[config.mk]
export PLATFORM = sky130hd
export DESIGN_NAME = fast_serial_port
export DESIGN_NICKNAME = d
export VERILOG_FILES = /design/src/rtl/fsp_pkg.sv /design/src/rtl/fsp_tick_gen.sv /design/src/rtl/fsp_tx_engine.sv /design/src/rtl/fsp_rx_engine.sv /design/src/rtl/fsp_rx_fifo.sv /design/src/rtl/fast_serial_port.sv
export SDC_FILE = /design/constraint.sdc
export NUM_CORES = 1
export LEC_CHECK = 0
export ABC_AREA = 1
export BUFFER_PORTS_ARGS = -buffer_cell sky130_fd_sc_hd__buf_2
export CORE_AREA = 2 2 118 234
export DETAILED_ROUTE_END_ITERATION = 8
export DIE_AREA = 0 0 120 236
export GPL_TIMING_DRIVEN = 1
export MAX_ROUTING_LAYER = met4
export SLEW_MARGIN = 20
export SYNTH_ARGS = -nofsm -noshare
export SYNTH_HDL_FRONTEND = slang
export SYNTH_SLANG_ARGS = --single-unit
export TNS_END_PERCENT = 50
[constraint.sdc]
create_clock -name clk -period 3.8 [get_ports clk]
set_input_delay 0 -clock clk [delete_from_list [all_inputs] [get_ports clk]]
set_output_delay 0 -clock clk [all_outputs]
set_load 0.02 [all_outputs]
[src/rtl/fsp_pkg.sv]
// Shared constants and types for the fast serial port.
package fsp_pkg;
    localparam logic [2:0] A_CTRL = 3'd0;
    localparam logic [2:0] A_STAT = 3'd1;
    localparam logic [2:0] A_BAUD = 3'd2;
    localparam logic [2:0] A_DATA = 3'd3;
    localparam logic [2:0] A_GAP  = 3'd4;
    localparam logic [2:0] A_BCNT = 3'd5;
    localparam logic [7:0] XOFF_CHAR = 8'h13;
    localparam logic [7:0] XON_CHAR  = 8'h11;
    localparam int GAP_OFFSET = 9;
    typedef enum logic [1:0] {RX_IDLE, RX_START, RX_DATA, RX_STOP} rx_state_e;
endpackage

[src/rtl/fsp_tick_gen.sv]
// Oversampling tick generator: one-cycle pulse every (div+1) clocks while run.
// Assumes div is stable during use; counter restarts when run is low.
module fsp_tick_gen #(
    parameter int DIV_W = 16
) (
    input  logic             clk,
    input  logic             rst_n,
    input  logic             run,
    input  logic [DIV_W-1:0] div,
    output logic             tick
);
    logic [DIV_W-1:0] cnt;

    // Count clocks and emit a registered tick at the terminal value.
    always_ff @(posedge clk) begin
        if (!rst_n || !run) begin
            cnt  <= '0;
            tick <= 1'b0;
        end else begin
            tick <= (cnt == div);
            cnt  <= (cnt == div) ? '0 : cnt + 1'b1;
        end
    end
endmodule

[src/rtl/fsp_tx_engine.sv]
// Transmit shift engine: sends start, 8 data bits LSB first, 1 or 2 stop bits,
// then gap_bits idle bit times, all counted in 16-tick bit cells.
// Assumes load is only honoured while idle; stop count and gap latch at load.
module fsp_tx_engine #(
    parameter int GAP_W = 8
) (
    input  logic             clk,
    input  logic             rst_n,
    input  logic             tick,
    input  logic             load,
    input  logic [7:0]       din,
    input  logic             two_stop,
    input  logic [GAP_W-1:0] gap_bits,
    output logic             busy,
    output logic             txd
);
    localparam int LW = GAP_W + 2;

    logic [LW-1:0] bits_left;
    logic [3:0]    tcnt;
    logic [9:0]    shreg;

    // Load a frame, then shift one bit out per sixteen ticks.
    always_ff @(posedge clk) begin
        if (!rst_n) begin
            bits_left <= '0;
            tcnt      <= '0;
            shreg     <= '1;
        end else if (load && !busy) begin
            shreg     <= {1'b1, din, 1'b0};
            bits_left <= LW'(10) + LW'(two_stop) + LW'(gap_bits);
            tcnt      <= '0;
        end else if (busy && tick) begin
            tcnt <= tcnt + 4'd1;
            if (tcnt == 4'hF) begin
                shreg     <= {1'b1, shreg[9:1]};
                bits_left <= bits_left - 1'b1;
            end
        end
    end

    assign busy = (bits_left != '0);
    assign txd  = busy ? shreg[0] : 1'b1;
endmodule

[src/rtl/fsp_rx_engine.sv]
// Receive engine with 16x oversampling: confirms the start bit at mid-bit,
// samples data at bit centres, checks the first stop bit only.
// Assumes rxd is asynchronous; it is synchronised here.
module fsp_rx_engine
    import fsp_pkg::*;
(
    input  logic       clk,
    input  logic       rst_n,
    input  logic       tick,
    input  logic       rxd,
    output logic       push,
    output logic [7:0] dout,
    output logic       frame_err
);
    logic      rx_meta, rx_s;
    rx_state_e state;
    logic [3:0] tcnt;
    logic [2:0] bidx;
    logic [7:0] shreg;

    // Two-flop synchroniser on the serial input.
    always_ff @(posedge clk) begin
        if (!rst_n) begin
            rx_meta <= 1'b1;
            rx_s    <= 1'b1;
        end else begin
            rx_meta <= rxd;
            rx_s    <= rx_meta;
        end
    end

    // Frame state machine advanced on oversampling ticks.
    always_ff @(posedge clk) begin
        if (!rst_n) begin
            state     <= RX_IDLE;
            tcnt      <= '0;
            bidx      <= '0;
            shreg     <= '0;
            push      <= 1'b0;
            frame_err <= 1'b0;
        end else begin
            push      <= 1'b0;
            frame_err <= 1'b0;
            if (tick) begin
                case (state)
                    RX_IDLE: begin
                        if (!rx_s) begin
                            tcnt  <= '0;
                            state <= RX_START;
                        end
                    end
                    RX_START: begin
                        tcnt <= tcnt + 4'd1;
                        if (tcnt == 4'd7) begin
                            tcnt  <= '0;
                            bidx  <= '0;
                            state <= rx_s ? RX_IDLE : RX_DATA;
                        end
                    end
                    RX_DATA: begin
                        tcnt <= tcnt + 4'd1;
                        if (tcnt == 4'hF) begin
                            shreg <= {rx_s, shreg[7:1]};
                            bidx  <= bidx + 3'd1;
                            if (bidx == 3'd7) state <= RX_STOP;
                        end
                    end
                    default: begin
                        tcnt <= tcnt + 4'd1;
                        if (tcnt == 4'hF) begin
                            push      <= rx_s;
                            frame_err <= !rx_s;
                            state     <= RX_IDLE;
                        end
                    end
                endcase
            end
        end
    end

    assign dout = shreg;
endmodule

[src/rtl/fsp_rx_fifo.sv]
// Receive byte FIFO: drops pushes when full and reports them as ovf_evt.
// Assumes pop is only meaningful when count is nonzero.
module fsp_rx_fifo #(
    parameter int DEPTH = 8
) (
    input  logic                       clk,
    input  logic                       rst_n,
    input  logic                       push,
    input  logic [7:0]                 din,
    input  logic                       pop,
    output logic [7:0]                 dout,
    output logic [$clog2(DEPTH+1)-1:0] count,
    output logic                       ovf_evt
);
    localparam int AW = (DEPTH > 1) ? $clog2(DEPTH) : 1;
    localparam int CW = $clog2(DEPTH + 1);

    logic [7:0]    mem [DEPTH];
    logic [AW-1:0] wp, rp;
    logic          full, do_push, do_pop;

    assign full    = (count == CW'(DEPTH));
    assign do_push = push && !full;
    assign do_pop  = pop && (count != '0);
    assign ovf_evt = push && full;
    assign dout    = mem[rp];

    // Storage write.
    always_ff @(posedge clk) begin
        if (do_push) mem[wp] <= din;
    end

    // Pointer and occupancy update.
    always_ff @(posedge clk) begin
        if (!rst_n) begin
            wp    <= '0;
            rp    <= '0;
            count <= '0;
        end else begin
            if (do_push) wp <= (wp == AW'(DEPTH - 1)) ? '0 : wp + 1'b1;
            if (do_pop)  rp <= (rp == AW'(DEPTH - 1)) ? '0 : rp + 1'b1;
            count <= count + CW'(do_push) - CW'(do_pop);
        end
    end
endmodule

[src/rtl/fast_serial_port.sv]
// Fast serial port top: register file, transmit holding stage with flow
// control and block streaming, receive dispatch into the FIFO.
// Assumes a single register master; reads have no side effect except DATA.
module fast_serial_port
    import fsp_pkg::*;
#(
    parameter int FIFO_DEPTH = 8,
    parameter int DIV_W      = 16,
    parameter int GAP_W      = 8,
    parameter int CNT_W      = 10
) (
    input  logic        clk,
    input  logic        rst_n,
    input  logic        reg_wr,
    input  logic        reg_rd,
    input  logic [2:0]  reg_addr,
    input  logic [15:0] reg_wdata,
    output logic [15:0] reg_rdata,
    output logic        txd,
    input  logic        rxd,
    input  logic        cts,
    input  logic [7:0]  strm_data,
    input  logic        strm_valid,
    output logic        strm_ready
);
    localparam int CW = $clog2(FIFO_DEPTH + 1);

    logic en, one_stop, cts_en, cts_pol, xoff_en;
    logic [DIV_W-1:0] div;
    logic [GAP_W-1:0] gap;
    logic [CNT_W-1:0] blkcnt;
    logic blk_busy, byte_phase;
    logic hold_valid;
    logic [7:0] hold_byte;
    logic paused, ovf_flag, ferr_flag;
    logic cts_meta, cts_s, cts_ok;
    logic tick, eng_busy, tx_load;
    logic [GAP_W-1:0] gap_bits;
    logic rx_push, rx_ferr, is_flow_char, fifo_push, fifo_pop, ovf_evt;
    logic [7:0] rx_byte, fifo_dout;
    logic [CW-1:0] fifo_cnt;
    logic wr_ctrl, wr_stat, wr_data, wr_bcnt, strm_take, tx_ready;
    logic ovf_clr, blkcnt_wr;

    assign wr_ctrl   = reg_wr && (reg_addr == A_CTRL);
    assign wr_stat   = reg_wr && (reg_addr == A_STAT);
    assign wr_data   = reg_wr && (reg_addr == A_DATA);
    assign wr_bcnt   = reg_wr && (reg_addr == A_BCNT);
    assign tx_ready  = !hold_valid && !blk_busy;
    assign strm_ready = blk_busy && !hold_valid;
    assign strm_take = strm_ready && strm_valid;
    assign blkcnt_wr = wr_bcnt && !blk_busy;
    assign ovf_clr   = wr_stat && reg_wdata[2];

    // Synchronise the clear-to-send input.
    always_ff @(posedge clk) begin
        if (!rst_n) begin
            cts_meta <= 1'b0;
            cts_s    <= 1'b0;
        end else begin
            cts_meta <= cts;
            cts_s    <= cts_meta;
        end
    end

    assign cts_ok   = !cts_en || (cts_s == cts_pol);
    assign tx_load  = en && hold_valid && !eng_busy && cts_ok && !paused;
    assign gap_bits = (blk_busy && gap > GAP_W'(GAP_OFFSET)) ? gap - GAP_W'(GAP_OFFSET) : '0;

    // Configuration registers.
    always_ff @(posedge clk) begin
        if (!rst_n) begin
            en       <= 1'b0;
            one_stop <= 1'b0;
            cts_en   <= 1'b0;
            cts_pol  <= 1'b0;
            xoff_en  <= 1'b0;
            div      <= '0;
            gap      <= '0;
        end else if (reg_wr) begin
            if (reg_addr == A_CTRL) begin
                en       <= reg_wdata[0];
                one_stop <= reg_wdata[1];
                cts_en   <= reg_wdata[2];
                cts_pol  <= reg_wdata[3];
                xoff_en  <= reg_wdata[4];
            end
            if (reg_addr == A_BAUD) div <= reg_wdata[DIV_W-1:0];
            if (reg_addr == A_GAP)  gap <= reg_wdata[GAP_W-1:0];
        end
    end

    // Holding stage, block sequencing and word counter.
    always_ff @(posedge clk) begin
        if (!rst_n) begin
            hold_valid <= 1'b0;
            hold_byte  <= '0;
            blk_busy   <= 1'b0;
            byte_phase <= 1'b0;
            blkcnt     <= '1;
        end else begin
            if (tx_load) hold_valid <= 1'b0;
            if (wr_data && tx_ready) begin
                hold_valid <= 1'b1;
                hold_byte  <= reg_wdata[7:0];
            end
            if (blkcnt_wr) blkcnt <= reg_wdata[CNT_W-1:0];
            if (wr_ctrl && reg_wdata[5] && !blk_busy) begin
                blk_busy   <= 1'b1;
                byte_phase <= 1'b0;
            end
            if (strm_take) begin
                hold_valid <= 1'b1;
                hold_byte  <= strm_data;
                byte_phase <= !byte_phase;
                if (byte_phase) begin
                    blkcnt <= blkcnt - 1'b1;
                    if (blkcnt == '0) blk_busy <= 1'b0;
                end
            end
        end
    end

    assign is_flow_char = xoff_en && (rx_byte == XOFF_CHAR || rx_byte == XON_CHAR);
    assign fifo_push    = rx_push && !is_flow_char;
    assign fifo_pop     = reg_rd && (reg_addr == A_DATA);

    // Receive-side flags: pause state, overflow and framing errors.
    always_ff @(posedge clk) begin
        if (!rst_n) begin
            paused    <= 1'b0;
            ovf_flag  <= 1'b0;
            ferr_flag <= 1'b0;
        end else begin
            if (!xoff_en)                    paused <= 1'b0;
            else if (rx_push && is_flow_char) paused <= (rx_byte == XOFF_CHAR);
            if (ovf_evt)      ovf_flag <= 1'b1;
            else if (ovf_clr) ovf_flag <= 1'b0;
            if (rx_ferr)                           ferr_flag <= 1'b1;
            else if (wr_stat && reg_wdata[3])      ferr_flag <= 1'b0;
        end
    end

    // Register read multiplexer.
    always_comb begin
        case (reg_addr)
            A_CTRL:  reg_rdata = {10'd0, blk_busy, xoff_en, cts_pol, cts_en, one_stop, en};
            A_STAT:  reg_rdata = {10'd0, blk_busy, paused, ferr_flag, ovf_flag, tx_ready,
                                  (fifo_cnt != '0)};
            A_BAUD:  reg_rdata = 16'(div);
            A_DATA:  reg_rdata = {8'd0, fifo_dout};
            A_GAP:   reg_rdata = 16'(gap);
            A_BCNT:  reg_rdata = 16'(blkcnt);
            default: reg_rdata = '0;
        endcase
    end

    fsp_tick_gen #(.DIV_W(DIV_W)) u_tick (
        .clk(clk), .rst_n(rst_n), .run(en), .div(div), .tick(tick)
    );

    fsp_tx_engine #(.GAP_W(GAP_W)) u_tx (
        .clk(clk), .rst_n(rst_n), .tick(tick), .load(tx_load), .din(hold_byte),
        .two_stop(!one_stop), .gap_bits(gap_bits), .busy(eng_busy), .txd(txd)
    );

    fsp_rx_engine u_rx (
        .clk(clk), .rst_n(rst_n), .tick(tick), .rxd(rxd),
        .push(rx_push), .dout(rx_byte), .frame_err(rx_ferr)
    );

    fsp_rx_fifo #(.DEPTH(FIFO_DEPTH)) u_fifo (
        .clk(clk), .rst_n(rst_n), .push(fifo_push), .din(rx_byte), .pop(fifo_pop),
        .dout(fifo_dout), .count(fifo_cnt), .ovf_evt(ovf_evt)
    );
endmodule

# Word level (Yosys, flattened, before mapping)
# Memory sizes are Yosys's and may differ from the RTL's. A register that Yosys moved wholly into a read port is not among the register bits.
# Cells that the tools add are included.
# op_classes
muxes,46
reduce_logical,68
n_eq_ne,22
magnitude_cmp,1
n_addsub,13
bitwise_logic,3
# ops
op,count
one-hot mux 16 bit (6 select lines),1
2-to-1 mux 10 bit,6
logical AND 1 bit,27
2-to-1 mux 9 bit,3
2-to-1 mux 8 bit,3
subtractor 10 x 1 -> 10 bit (second input constant),2
2-to-1 mux 3 bit,6
adder 16 x 1 -> 16 bit (second input constant),1
equality test 16 bit,1
equality test 8 x 5 -> 1 bit (second input constant),2
2-to-1 mux 1 bit,16
equality test 3 bit (second input constant),5
nonzero test 2 bit,7
equality test 4 bit (second input constant),3
logical NOT 1 bit,12
2-to-1 mux 2 bit,6
AND reduction 2 bit,6
adder 10 x 8 -> 10 bit,1
logical NOT 10 bit,1
nonzero test 10 bit,1
adder 3 x 1 -> 3 bit (second input constant),3
adder 4 x 1 -> 4 bit (second input constant),2
greater-than comparator 8 x 4 -> 1 bit (second input constant),1
2-to-1 mux 4 bit,2
other kinds (26),35
# word_totals
memories,1
inputBits,34
ram_bits,64
regBits,126
# mem_list
name,words,word_bits,read_ports,rd_clocked_by_memory_dff,wr,line_no,text
u_fifo.mem,8,8,1,1,1,fsp_rx_fifo.sv:18,logic [7:0] mem [DEPTH];

# Depth between registers and ports, before layout
# Gate-level depths: netlist (run 1).
# logic_depth
word_depth,8
depth_mapped,19

# Cells and area by module
# Synthesis (run 1) repeated with hierarchy kept, for this count alone.
# hier_totals
cells_unflattened,1425
hier_area_um2,10246.1
# by_module_without_submodules
module,n_inst,area_per_inst_um2,cells_each
fsp_rx_fifo,1,3613.5,385
fast_serial_port,1,3046.7,478
fsp_tx_engine,1,1522.7,252
fsp_tick_gen,1,1117.3,183
fsp_rx_engine,1,945.9,127

# Worst setup path before layout (run 1)
# No wires, ideal clock.
# synth_timing
kind,register to register
from,reg gap[0]
to,reg u_tx.bits_left[4]
stages_incl_launch_ff,17
t_required_ns,3.685
path_buffers,0
setup_time_ns,0.115
arrival_time_ns,2.056
synth_period_minus_slack_ns,2.172
setup_slack_ns,1.628
cell_sequence,dfxtp_1 > inv_1 > ha_1 > nand2_1 > nand3_1 > nand2_1 > nand2_1 > or2_2 > ha_1 > inv_1 > nand4_1 > nand2_1 > nand2_1 > nand2_1 > a21boi_0 > o21ai_0 > inv_1
# synth_between
elab_chain_cells,5
# synth_rtl
element,line_no,text
from (decl),fast_serial_port.sv:30,logic [GAP_W-1:0] gap;
from (signal assigned),fast_serial_port.sv:89,if (reg_addr == A_GAP) gap <= reg_wdata[GAP_W-1:0];
greater-than comparator 8 x 4 -> 1 bit,fast_serial_port.sv:68,assign gap_bits = (blk_busy && gap > GAP_W'(GAP_OFFSET)) ? gap - GAP_W'(GAP_OFFSET) : '0;
logical AND 1 bit,fast_serial_port.sv:68,
2-to-1 mux 8 bit *,fast_serial_port.sv:68,
adder 10 x 8 -> 10 bit *,fsp_tx_engine.sv:31,bits_left <= LW'(10) + LW'(two_stop) + LW'(gap_bits);
2-to-1 mux 10 bit *,fsp_tx_engine.sv:29,end else if (load && !busy) begin
to (signal assigned),fsp_tx_engine.sv:31,
to (signal assigned),fsp_tx_engine.sv:37,bits_left <= bits_left - 1'b1;
to (decl),fsp_tx_engine.sv:19,logic [LW-1:0] bits_left;
# Mark *: on every way between the ends. The rest lies on a longest branch, timed or not.
# A chain may end at the register's enable or synchronous reset.

# Worst setup path in the final report (run 1)
# layout_timing
from,reg u_tx.bits_left[0]
to,reg u_tx.bits_left[4]
# layout_between
elab_chain_cells,8
# layout_rtl
element
branches (longest 8 deep; another with subtractor 10 x 1 -> 10 bit)
# Parallel ways; which one is timed is not known. The select of a mux whose other input is x is not followed.

==> results.json, run 1 <==
{
  "syn-num-nets": 1147,
  "path_class": "reg -> reg",
  "synth.distinct_cells": 47,
  "die_w_um": 120,
  "grt-ovfl-total": 0,
  "hold_viol_final": 0,
  "syn_area_um2": 9114,
  "drc": 0,
  "cts.sinks": 193,
  "place.gp.congestion": 0.8635,
  "die_area_um2": 28320,
  "drive_above_1_share_pct": 9.471,
  "grt_max_degree": 44,
  "max_freq_mhz": 361.5,
  "core-area_um2": 26690,
  "fillers": 2674,
  "avgViaCountPerCell": 5.059,
  "syn-instance-count": 1087,
  "htreeDepth": 4,
  "crit_path_max_fanout": 23,
  "grt_pass1_wl_um": 37230,
  "finClkSkew_ns": 0.007008,
  "post_drt_wl_per_cell_um": 14.95,
  "clk_path_buf_depth": 2,
  "fin_nets": 1219,
  "setup_tns_ns": 0,
  "period_minus_slack_ns": 2.766,
  "cp_data_arrival_time_ns": 3.09,
  "dp.cells": 1452,
  "first_global_vias": 7485,
  "finalMaxSlewViolations": 0,
  "synth_top_flop_cell": "dfxtp_1",
  "status": "complete, no violations",
  "grt.total_usage_pct": 16.94,
  "ant_nets": 0,
  "vias": 7694,
  "place_ws_ns": 1.083,
  "wirelength_um": 22750,
  "powerDensity_nw_per_um2": 403.4,
  "ios": 52,
  "dp_hpwl_um": 15900,
  "clk_latency_ns": 0.43,
  "final_util_pct": 39.75,
  "seq_area_frac_synth_pct": 49.42,
  "vdd_drop_max_uv": 400.4,
  "drtIter0Drc": 541,
  "port-buffer-count": 51,
  "die_h_um": 236,
  "end_kind": "flop",
  "async_flop_share_pct": 0,
  "path_cells": "inv_1 > ha_1 > nand3_2 > nor2_2 > nand2_2 > nor3_4 > inv_2 > nand2_2 > inv_2 > o21ai_0 > inv_1",
  "cpMaxStageDelayCell": "nor3_4",
  "start_util_pct": 34.14,
  "instances_no_fill": 1521,
  "slew_headroom_pct": 29.67,
  "stdcell_area_um2": 10610,
  "seq_area_um2": 4504,
  "cts_tree": "built",
  "rsz0062_at_grt": "no",
  "cts.reportedPaths.clkPinSlew_ns": 0.07,
  "max_stage_delay_ns": 0.54,
  "layout_setup_ws_ns": 1.034,
  "syn_to_final_growth_pct": 16.42,
  "p_leak_nw": 4.396,
  "multiInputGateArea_um2": 3916,
  "drtPass1Iterations": 6,
  "ys_warn_count": 0,
  "worst_hold_path_type": "in -> reg",
  "setup_viol": 0,
  "tightest_slew_ns": 1.054,
  "cap_violations": 0,
  "cts_root_buffer": "clkbuf_16",
  "ys_seq_elements": 193,
  "cts.repair.resized": 0,
  "cp.required_ns": 4.13,
  "num_rows": 85,
  "min_period_over_period_pct": 72.80,
  "avgSynthCellArea_um2": 8.384,
  "antenna_found_initial": 1,
  "post_dp_cell_area_um2": 9644,
  "cp-start-kind": "flop",
  "cts_buffers": 17,
  "synth_edf_count": 64
}
## layer usage
metal	global-route usage [%]	part of all wire (%)
met3	3.578	4.9
met5	-	0
met4	6.881	3.1
met2	26.50	47
met1	21.21	45
## final timing paths
check	start	endpoint	slack, ns	cells after the start
setup / recovery	u_tx.bits_left[0]	u_tx.bits_left[4]	1.03	11
hold / removal	reg_addr[1]	ferr_flag	0.06	5
setup reg to reg	u_tx.bits_left[0]	u_tx.bits_left[4]	1.03	11
hold reg to reg	cts_meta	cts_s	0.42	2
## metrics by stage
stage / hold slack, ns / power (mW)
after floorplan: 0.09763 / 2.355
after global placement: 0.1870 / 2.436
after detailed placement: 0.1947 / 2.438
after CTS: 0.05072 / 4.312
after global routing: 0.1341 / 4.422
final: 0.06466 / 4.280
## layout by cell type, fill, tap and decap left out, types with 11 or more instances in the layout
cell           count
xnor2_1           14
dlygate4sd3_1     36
clkbuf_16         17
ha_1              25
xor2_1            11
o21ai_0           97
o211ai_1          13
nor3_1            21
nor2_1           131
a21oi_1           78
dfxtp_1          129
inv_1            127
edfxtp_1          64
nand2_1          152
buf_2             51
o221ai_1          14
nand3_1           66
mux2i_1           13
o22ai_1           11
## cell usage after synthesis (all sizes together), types with 2 or more instances
| cell | number | area [um^2] |
|---|---|---|
| xor2 | 11 | 96.34 |
| o22ai | 11 | 68.82 |
| a221oi | 4 | 35.03 |
| a21oi | 78 | 390.4 |
| o221ai | 14 | 122.6 |
| clkinv | 4 | 15.01 |
| nor3b | 4 | 35.03 |
| edfxtp | 64 | 1922 |
| nor3 | 25 | 170.2 |
| nand4 | 10 | 62.56 |
| clkbuf | 23 | 86.33 |
| nand2 | 155 | 589.3 |
| o32ai | 3 | 26.28 |
| dfxtp | 129 | 2582 |
| nand3 | 67 | 340.3 |
| ha | 25 | 312.8 |
| or2 | 10 | 62.56 |
| a31oi | 10 | 62.56 |
| a211oi | 3 | 22.52 |
| nor2 | 134 | 510.5 |
| mux2i | 13 | 130.1 |
| o211ai | 13 | 97.59 |
| buf | 14 | 96.34 |
| nand3b | 5 | 50.05 |
| xnor2 | 14 | 122.6 |
| o2111ai | 2 | 17.52 |
| inv | 132 | 495.5 |
| o21ai | 101 | 505.5 |
## critical path, delay by kind of cell (launching register included)
family          cells  cell delay, ns
fa+ha+maj           1            0.23
flops               1            0.32
compound gates      1            0.20
buf+inv             4            0.63
simple gates        5            1.27
## state kept, by name (all words and copies together), names as in the netlist, 9 cells and up, named ones only
signal          count
div                16
u_tx.shreg          9
u_tick.cnt         16
u_fifo.mem         64
u_tx.bits_left     10
blkcnt             10
## logic make-up after synthesis
logic type	after synthesis	synth area share (%)
AND/OR/NAND/NOR	412	20.14
AO/OA/AOI/OAI	245	15.35
flip-flops	193	49.42
buffers and inverters	173	7.606
adder cells (fa/ha/maj)	26	3.652
XOR/XNOR	25	2.403
multiplexers	13	1.428
## report_power, final
part | internal (mW) | switching, mW | total, mW
registers | 2.14 | 0.0187 | 2.16
logic | 0.100 | 0.163 | 0.263
clock network | 1.06 | 0.796 | 1.86
total | 3.30 | 0.978 | 4.28
## area by class of cell
class / count / area share, %
Multi-Input combinational cell: 721 / 36.91
Timing Repair Buffer: 90 / 6.014
Tap cell: 348 / 4.104
Inverter: 136 / 4.811
Antenna cell: 1 / 0.02358
Clock inverter: 11 / 1.439
Sequential cell: 193 / 42.45
Clock buffer: 21 / 4.245
## what timing repair did
item | CTS | global route
setup buffers | 0 | 0
hold buffers | 36 | 0
hold endpoints to repair | 49 | 0
Power figures use the tool's default switching activity.
==> inputs of run 2 (changes only) <==
Clock period 3.8 ns to 2.6 ns, I/O delays scaled along.
==> run 2 against run 1 <==
  * Setup slack got worse by 0.73 ns
  * Clock-buffer cell count fell by 1
  * Highest routed layer unchanged
  * Die area did not move
  * Design area rose by 1.9%
  * Power rose by 47%
  * Largest power group unchanged
==> results.json, run 2 (synthesized netlist as in run 1, its figures left out) <==
{
  "cap_violations": 0,
  "die_area_um2": 28320,
  "grt-ovfl-total": 0,
  "dp_hpwl_um": 16030,
  "stdcell_area_um2": 10810,
  "finClkSkew_ns": 0.01141,
  "post_dp_cell_area_um2": 9807,
  "slew_headroom_pct": 36.22,
  "drc": 0,
  "setup_tns_ns": 0,
  "avgViaCountPerCell": 4.983,
  "finalMaxSlewViolations": 0,
  "cts_buffers": 17,
  "hold_viol_final": 0,
  "wirelength_um": 23140,
  "drtIter0Drc": 503,
  "crit_path_max_fanout": 5,
  "place.gp.congestion": 0.8573,
  "cpMaxStageDelayCell": "dfxtp_2",
  "largest_reg_flops": 64,
  "ant_nets": 0,
  "cts.sinks": 193,
  "cp_data_arrival_time_ns": 2.63,
  "r2r_setup_slack_ns": 0.31,
  "antenna_found_initial": 1,
  "syn_to_final_growth_pct": 18.66,
  "end_kind": "flop",
  "htreeDepth": 4,
  "cp.required_ns": 2.94,
  "grt_max_degree": 64,
  "clk_latency_ns": 0.44,
  "vdd_drop_max_uv": 552.5,
  "tightest_slew_ns": 0.9532,
  "cts_tree": "built",
  "die_h_um": 236,
  "path_cells": "inv_1 > ha_2 > nand2_2 > nand3_1 > nand2_2 > nand2_1 > nor2_1 > ha_1 > inv_1 > ha_1 > inv_1 > nand4_1 > nand2_1 > nand2_1 > nand2_1 > a21boi_0 > o21ai_0 > inv_1",
  "ios": 52,
  "core-area_um2": 26690,
  "grt_pass1_wl_um": 37630,
  "cts.reportedPaths.clkPinSlew_ns": 0.07,
  "largestRegisters": "u_fifo.mem x64, div x16, u_tick.cnt x16",
  "drive_above_1_share_pct": 11.64,
  "path_class": "reg -> reg",
  "cp-start-kind": "flop",
  "p_leak_nw": 4.163,
  "final_common_cell": "nand2_1",
  "fin_nets": 1241,
  "vias": 7688,
  "port-buffer-count": 51,
  "start_util_pct": 34.14,
  "top_register": "u_fifo.mem",
  "first_global_vias": 7447,
  "rsz0062_at_grt": "no",
  "max_stage_delay_ns": 0.34,
  "post_drt_wl_per_cell_um": 14.99,
  "grt.total_usage_pct": 17.13,
  "min_period_over_period_pct": 88.20,
  "drtPass1Iterations": 5,
  "period_minus_slack_ns": 2.293,
  "setup_viol": 0,
  "die_w_um": 120,
  "worst_hold_path_type": "in -> reg",
  "most-common-layout-cells": "150 x nand2_1, 130 x nor2_1, 127 x inv_1, 127 x dfxtp_1, 97 x o21ai_0",
  "cts_root_buffer": "clkbuf_16",
  "post-cts-setup-buffers": 0,
  "powerDensity_nw_per_um2": 580.4,
  "status": "complete, no violations",
  "max_freq_mhz": 436.1,
  "num_rows": 85,
  "clk_path_buf_depth": 2
}
## run 2: cell count changes in the layout (fill, tap and decap cells not counted), sizes merged
cell / before / now
buf: 54 / 74
inv: 135 / 140
bufinv: 3 / 1
clkinvlp: 3 / 1
dlygate4sd3: 36 / 38
clkbuf: 21 / 20
## run 2: metrics by stage
stage	total power [mW]	worst slack [ns]	hold WS, ns	utilization, %	instances
after floorplan	3.445	0.4284	0.09763	-	1087
after global placement	3.574	0.2405	0.1893	36.74	1472
after detailed placement	3.579	0.1778	0.1947	36.74	1472
after CTS	6.319	0.1501	0.02239	40.45	1542
after global routing	6.490	0.02188	0.06762	40.51	1543
final	6.276	0.3069	0.04045	40.51	1543
## run 2: repair_timing
item | in CTS | in global routing
hold buffers | 38 | 0
hold endpoints to repair | 55 | 0
gates resized for setup | 0 | 6
endpoints found under the setup margin | 0 | 8
## run 2: worst paths after layout
check                                          to       start  cells after the start
worst min register to register              cts_s    cts_meta                      2
worst min-delay path                   byte_phase  strm_valid                      4
worst max-delay path            u_tx.bits_left[4]      gap[0]                     18
worst max register to register  u_tx.bits_left[4]      gap[0]                     18
## run 2: power by group
part           total [mW]  switching [mW]  internal (mW)  leakage, nW
registers            3.15          0.0260           3.13         1.49
clock network        2.72            1.24           1.47        0.298
logic               0.404           0.249          0.155         2.38
## run 2: routing by layer
metal	up-vias	global-route usage, %	wire, um
met2	181	26.24	10750
met4	0	5.668	518
met3	33	3.457	1144
met1	3596	22.59	10720
li1	3878	-	-
met5	-	-	0
## run 2: layout make-up
type	instances	area, um^2
diodes	1	2.502
multi-input cells	721	3926
flip-flops and latches	193	4507
inverters	136	510.5
clock inverters	12	132.6
well taps	348	435.4
clock buffers	20	479.2
fillers	2669	15880
repair buffers	112	820.8
## run 2: critical path, delay by kind of cell (launching register included)
| family | cells | cell delay, ns |
|---|---|---|
| adder cells (fa/ha/maj) | 3 | 0.54 |
| AND/OR/NAND/NOR | 9 | 0.85 |
| flip-flops | 1 | 0.34 |
| buffers and inverters | 4 | 0.24 |
| AO/OA/AOI/OAI | 2 | 0.21 |
==> inputs of run 3 (changes only) <==
Settings changed: ABC_AREA 1 to unset, CORE_AREA 2 2 118 234 to 2 2 117 233, DIE_AREA 0 0 120 236 to 0 0 119 235.
==> run 3 against run 2 <==
  * Wire length increased by 9.7%
  * Maximum frequency decreased by 8.6%
  * Core utilization rose by 1.3 points
  * Largest power group unchanged
  * Highest routed layer unchanged
==> results.json, run 3 <==
{
  "status": "complete, no violations",
  "synth_xor_area_share_pct": 5.202,
  "synth_top_flop_cell": "dfxtp_1",
  "syn_to_final_growth_pct": 20.23,
  "powerDensity_nw_per_um2": 579.8,
  "finalMaxSlewViolations": 0,
  "avgViaCountPerCell": 5.253,
  "cap_violations": 0,
  "fillers": 2525,
  "grt.total_usage_pct": 18.82,
  "p_leak_nw": 4.237,
  "grt-ovfl-total": 0,
  "ios": 52,
  "post_dp_cell_area_um2": 9948,
  "core-area_um2": 26170,
  "cts_tree": "built",
  "cts.sinks": 193,
  "syn_area_um2": 9092,
  "post_drt_wl_per_cell_um": 18.50,
  "max_freq_mhz": 398.4,
  "cts_buffers": 17,
  "antenna_found_initial": 0,
  "drive_above_1_share_pct": 16.93,
  "num_rows": 84,
  "most-common-layout-cells": "128 x dfxtp_1, 112 x nor2_1, 112 x nand2_1, 64 x edfxtp_1, 51 x buf_2",
  "yosysMostFrequentCell": "dfxtp_1",
  "cp-start-kind": "flop",
  "die_area_um2": 27970,
  "antenna_cells": 0,
  "crit_family": "compound AO/OA/AOI/OAI gates",
  "top_register": "u_fifo.mem",
  "vdd_drop_max_uv": 440.7,
  "path_common_cell": "inv_1",
  "ys_top_cells_by_area": "dfxtp_1 28%, edfxtp_1 21%, mux2i_1 4.7%",
  "fin_hold_ws_ns": 0.1618,
  "largest_reg_flops": 64,
  "clkPwrFrac_pct": 43.6,
  "final_common_cell": "dfxtp_1",
  "yosys.area.top_type": "dfxtp_1",
  "cp_data_arrival_time_ns": 2.87,
  "ys_warn_count": 0,
  "syn-num-nets": 976,
  "largestRegisters": "u_fifo.mem x64, div x16, u_tick.cnt x16",
  "stdcell_area_um2": 10930,
  "cts_root_buffer": "clkbuf_16",
  "synth.distinct_cells": 68,
  "place.gp.congestion": 0.8716,
  "path_cells": "inv_1 > ha_1 > o21bai_1 > a31oi_2 > nor2_1 > ha_2 > inv_1 > ha_4 > nor3_2 > nor3_1 > o31ai_1 > buf_4 > nand4_1 > o221ai_2",
  "cts.reportedPaths.clkPinSlew_ns": 0.07,
  "drc": 0,
  "fin_nets": 1075,
  "clk_latency_ns": 0.45,
  "seq_area_um2": 4508,
  "multiInputGateArea_um2": 4362,
  "setup_tns_ns": 0,
  "start_util_pct": 34.74,
  "synthMuxAreaShare_pct": 8.821,
  "internal-power_mw": 4.855,
  "cpMaxStageDelayCell": "dfxtp_4",
  "synth_edf_count": 64,
  "htreeDepth": 4,
  "dp.cells": 1309,
  "end_kind": "flop",
  "switching_power_mw": 1.483,
  "p_comb_share_pct": 6.7,
  "vias": 7207,
  "sw_frac_of_total_pct": 23.40,
  "tightest_slew_ns": 0.7967,
  "ys_top_cells_by_count": "129 x dfxtp_1, 112 x nand2_1, 112 x nor2_1, 64 x edfxtp_1, 49 x a21oi_1",
  "async_flop_share_pct": 0,
  "synthAdderAreaFrac_pct": 3.660,
  "worst_hold_path_type": "in -> reg",
  "first_global_vias": 7208,
  "path_class": "reg -> reg",
  "finClkSkew_ns": 0.01515,
  "slew_headroom_pct": 46.69,
  "port-buffer-count": 51,
  "grt_pass1_wl_um": 39270,
  "rsz0062_at_grt": "yes",
  "yosys.area_share.simple_pct": 18.33,
  "synth_top_family_by_area": "simple AND/OR/NAND/NOR gates",
  "min_period_over_period_pct": 96.54,
  "pwr-share-seq_pct": 49.7,
  "synth_top_area_share_pct": 28.40,
  "ant_nets": 0,
  "period_minus_slack_ns": 2.510,
  "design_power_total_mw": 6.339,
  "syn-instance-count": 916,
  "max_stage_delay_ns": 0.37,
  "grt_busiest_layer": "met2",
  "seq_area_frac_synth_pct": 49.54,
  "setup_viol": 0,
  "die_h_um": 235,
  "wirelength_um": 25380,
  "drtPass1Iterations": 5,
  "hold_viol_final": 0,
  "grt_use_met2_pct": 35.44,
  "ys_seq_elements": 193,
  "synth_compound_area_share_pct": 11.31,
  "cp.required_ns": 2.96,
  "instances_no_fill": 1372,
  "avgSynthCellArea_um2": 9.926,
  "die_w_um": 119,
  "clk_path_buf_depth": 2,
  "crit_path_max_fanout": 6,
  "drtIter0Drc": 579,
  "path_buf_inv": 3,
  "grt_max_degree": 54,
  "dp_hpwl_um": 18490,
  "grt_use_met3_pct": 2.597,
  "use_met1_pct": 17.63
}
[run 3: cell types whose count changed after synthesis, sizes merged, moves of 29 or more]
cell / previous run / this run
nand3: 67 / 19
a21oi: 78 / 49
mux2i: 13 / 43
o21ai: 101 / 32
nand2: 155 / 112
xor2: 11 / 40
inv: 132 / 26
[run 3: power by group through the flow]
stage / Sequential, mW / Clock [mW] / Combinational [mW]
floorplan: 3.21 / 0 / 0.232
global placement: 3.22 / 0 / 0.378
detailed placement: 3.22 / 0 / 0.381
CTS: 3.15 / 2.82 / 0.417
global route: 3.15 / 2.93 / 0.454
finish: 3.15 / 2.76 / 0.423
[run 3: final timing paths]
check,slack (ns),from,end,depth (start not counted)
hold reg to reg,0.41,u_rx.rx_meta,u_rx.rx_s,1
hold / removal,0.16,strm_valid,byte_phase,5
setup / recovery,0.09,gap[0],u_tx.bits_left[6],14
setup reg to reg,0.09,gap[0],u_tx.bits_left[6],14
[run 3: through the flow]
step	worst slack, ns	utilization, %
5_1_grt	-0.03576	41.77
3_3_place_gp	0.007059	38.01
6_report	0.08995	41.77
4_1_cts	0.02766	41.49
3_5_place_dp	-0.08809	38.01
2_1_floorplan	0.05433	-
[run 3: logic make-up after synthesis]
| family | count (synthesis) |
|---|---|
| AO/OA/AOI/OAI | 157 |
| XOR/XNOR | 54 |
| adder cells (fa/ha/maj) | 26 |
| buffers and inverters | 74 |
| flip-flops | 193 |
| multiplexers | 60 |
| AND/OR/NAND/NOR | 352 |
[run 3: layout make-up]
| cell class | instances | share of cell area (%) |
|---|---|---|
| Timing Repair Buffer | 128 | 8.401 |
| Clock inverter | 13 | 1.579 |
| Inverter | 26 | 0.8928 |
| Tap cell | 344 | 3.937 |
| Sequential cell | 193 | 41.24 |
| Multi-Input combinational cell | 649 | 39.90 |
| Clock buffer | 19 | 4.052 |
[run 3: worst min-delay path, cell delays in order]
cell	delay (ns)
buf_2	0.11
nand2_1	0.05
buf_4	0.22
o21a_1	0.14
nor2_1	0.04
[run 3: what timing repair did]
item / 4_1_cts / 5_1_grt
resized for setup: 3 / 12
pin swaps: 1 / 7
setup buffers: 0 / 2
hold endpoints to repair: 58 / 0
setup endpoints to repair: 3 / 7
hold buffers: 29 / 0
[run 3: routing by layer]
layer	up-vias	share of wire, %
li1	3462	-
met1	3493	35
met5	-	0
met4	0	5.4
met2	182	57
met3	70	2.7
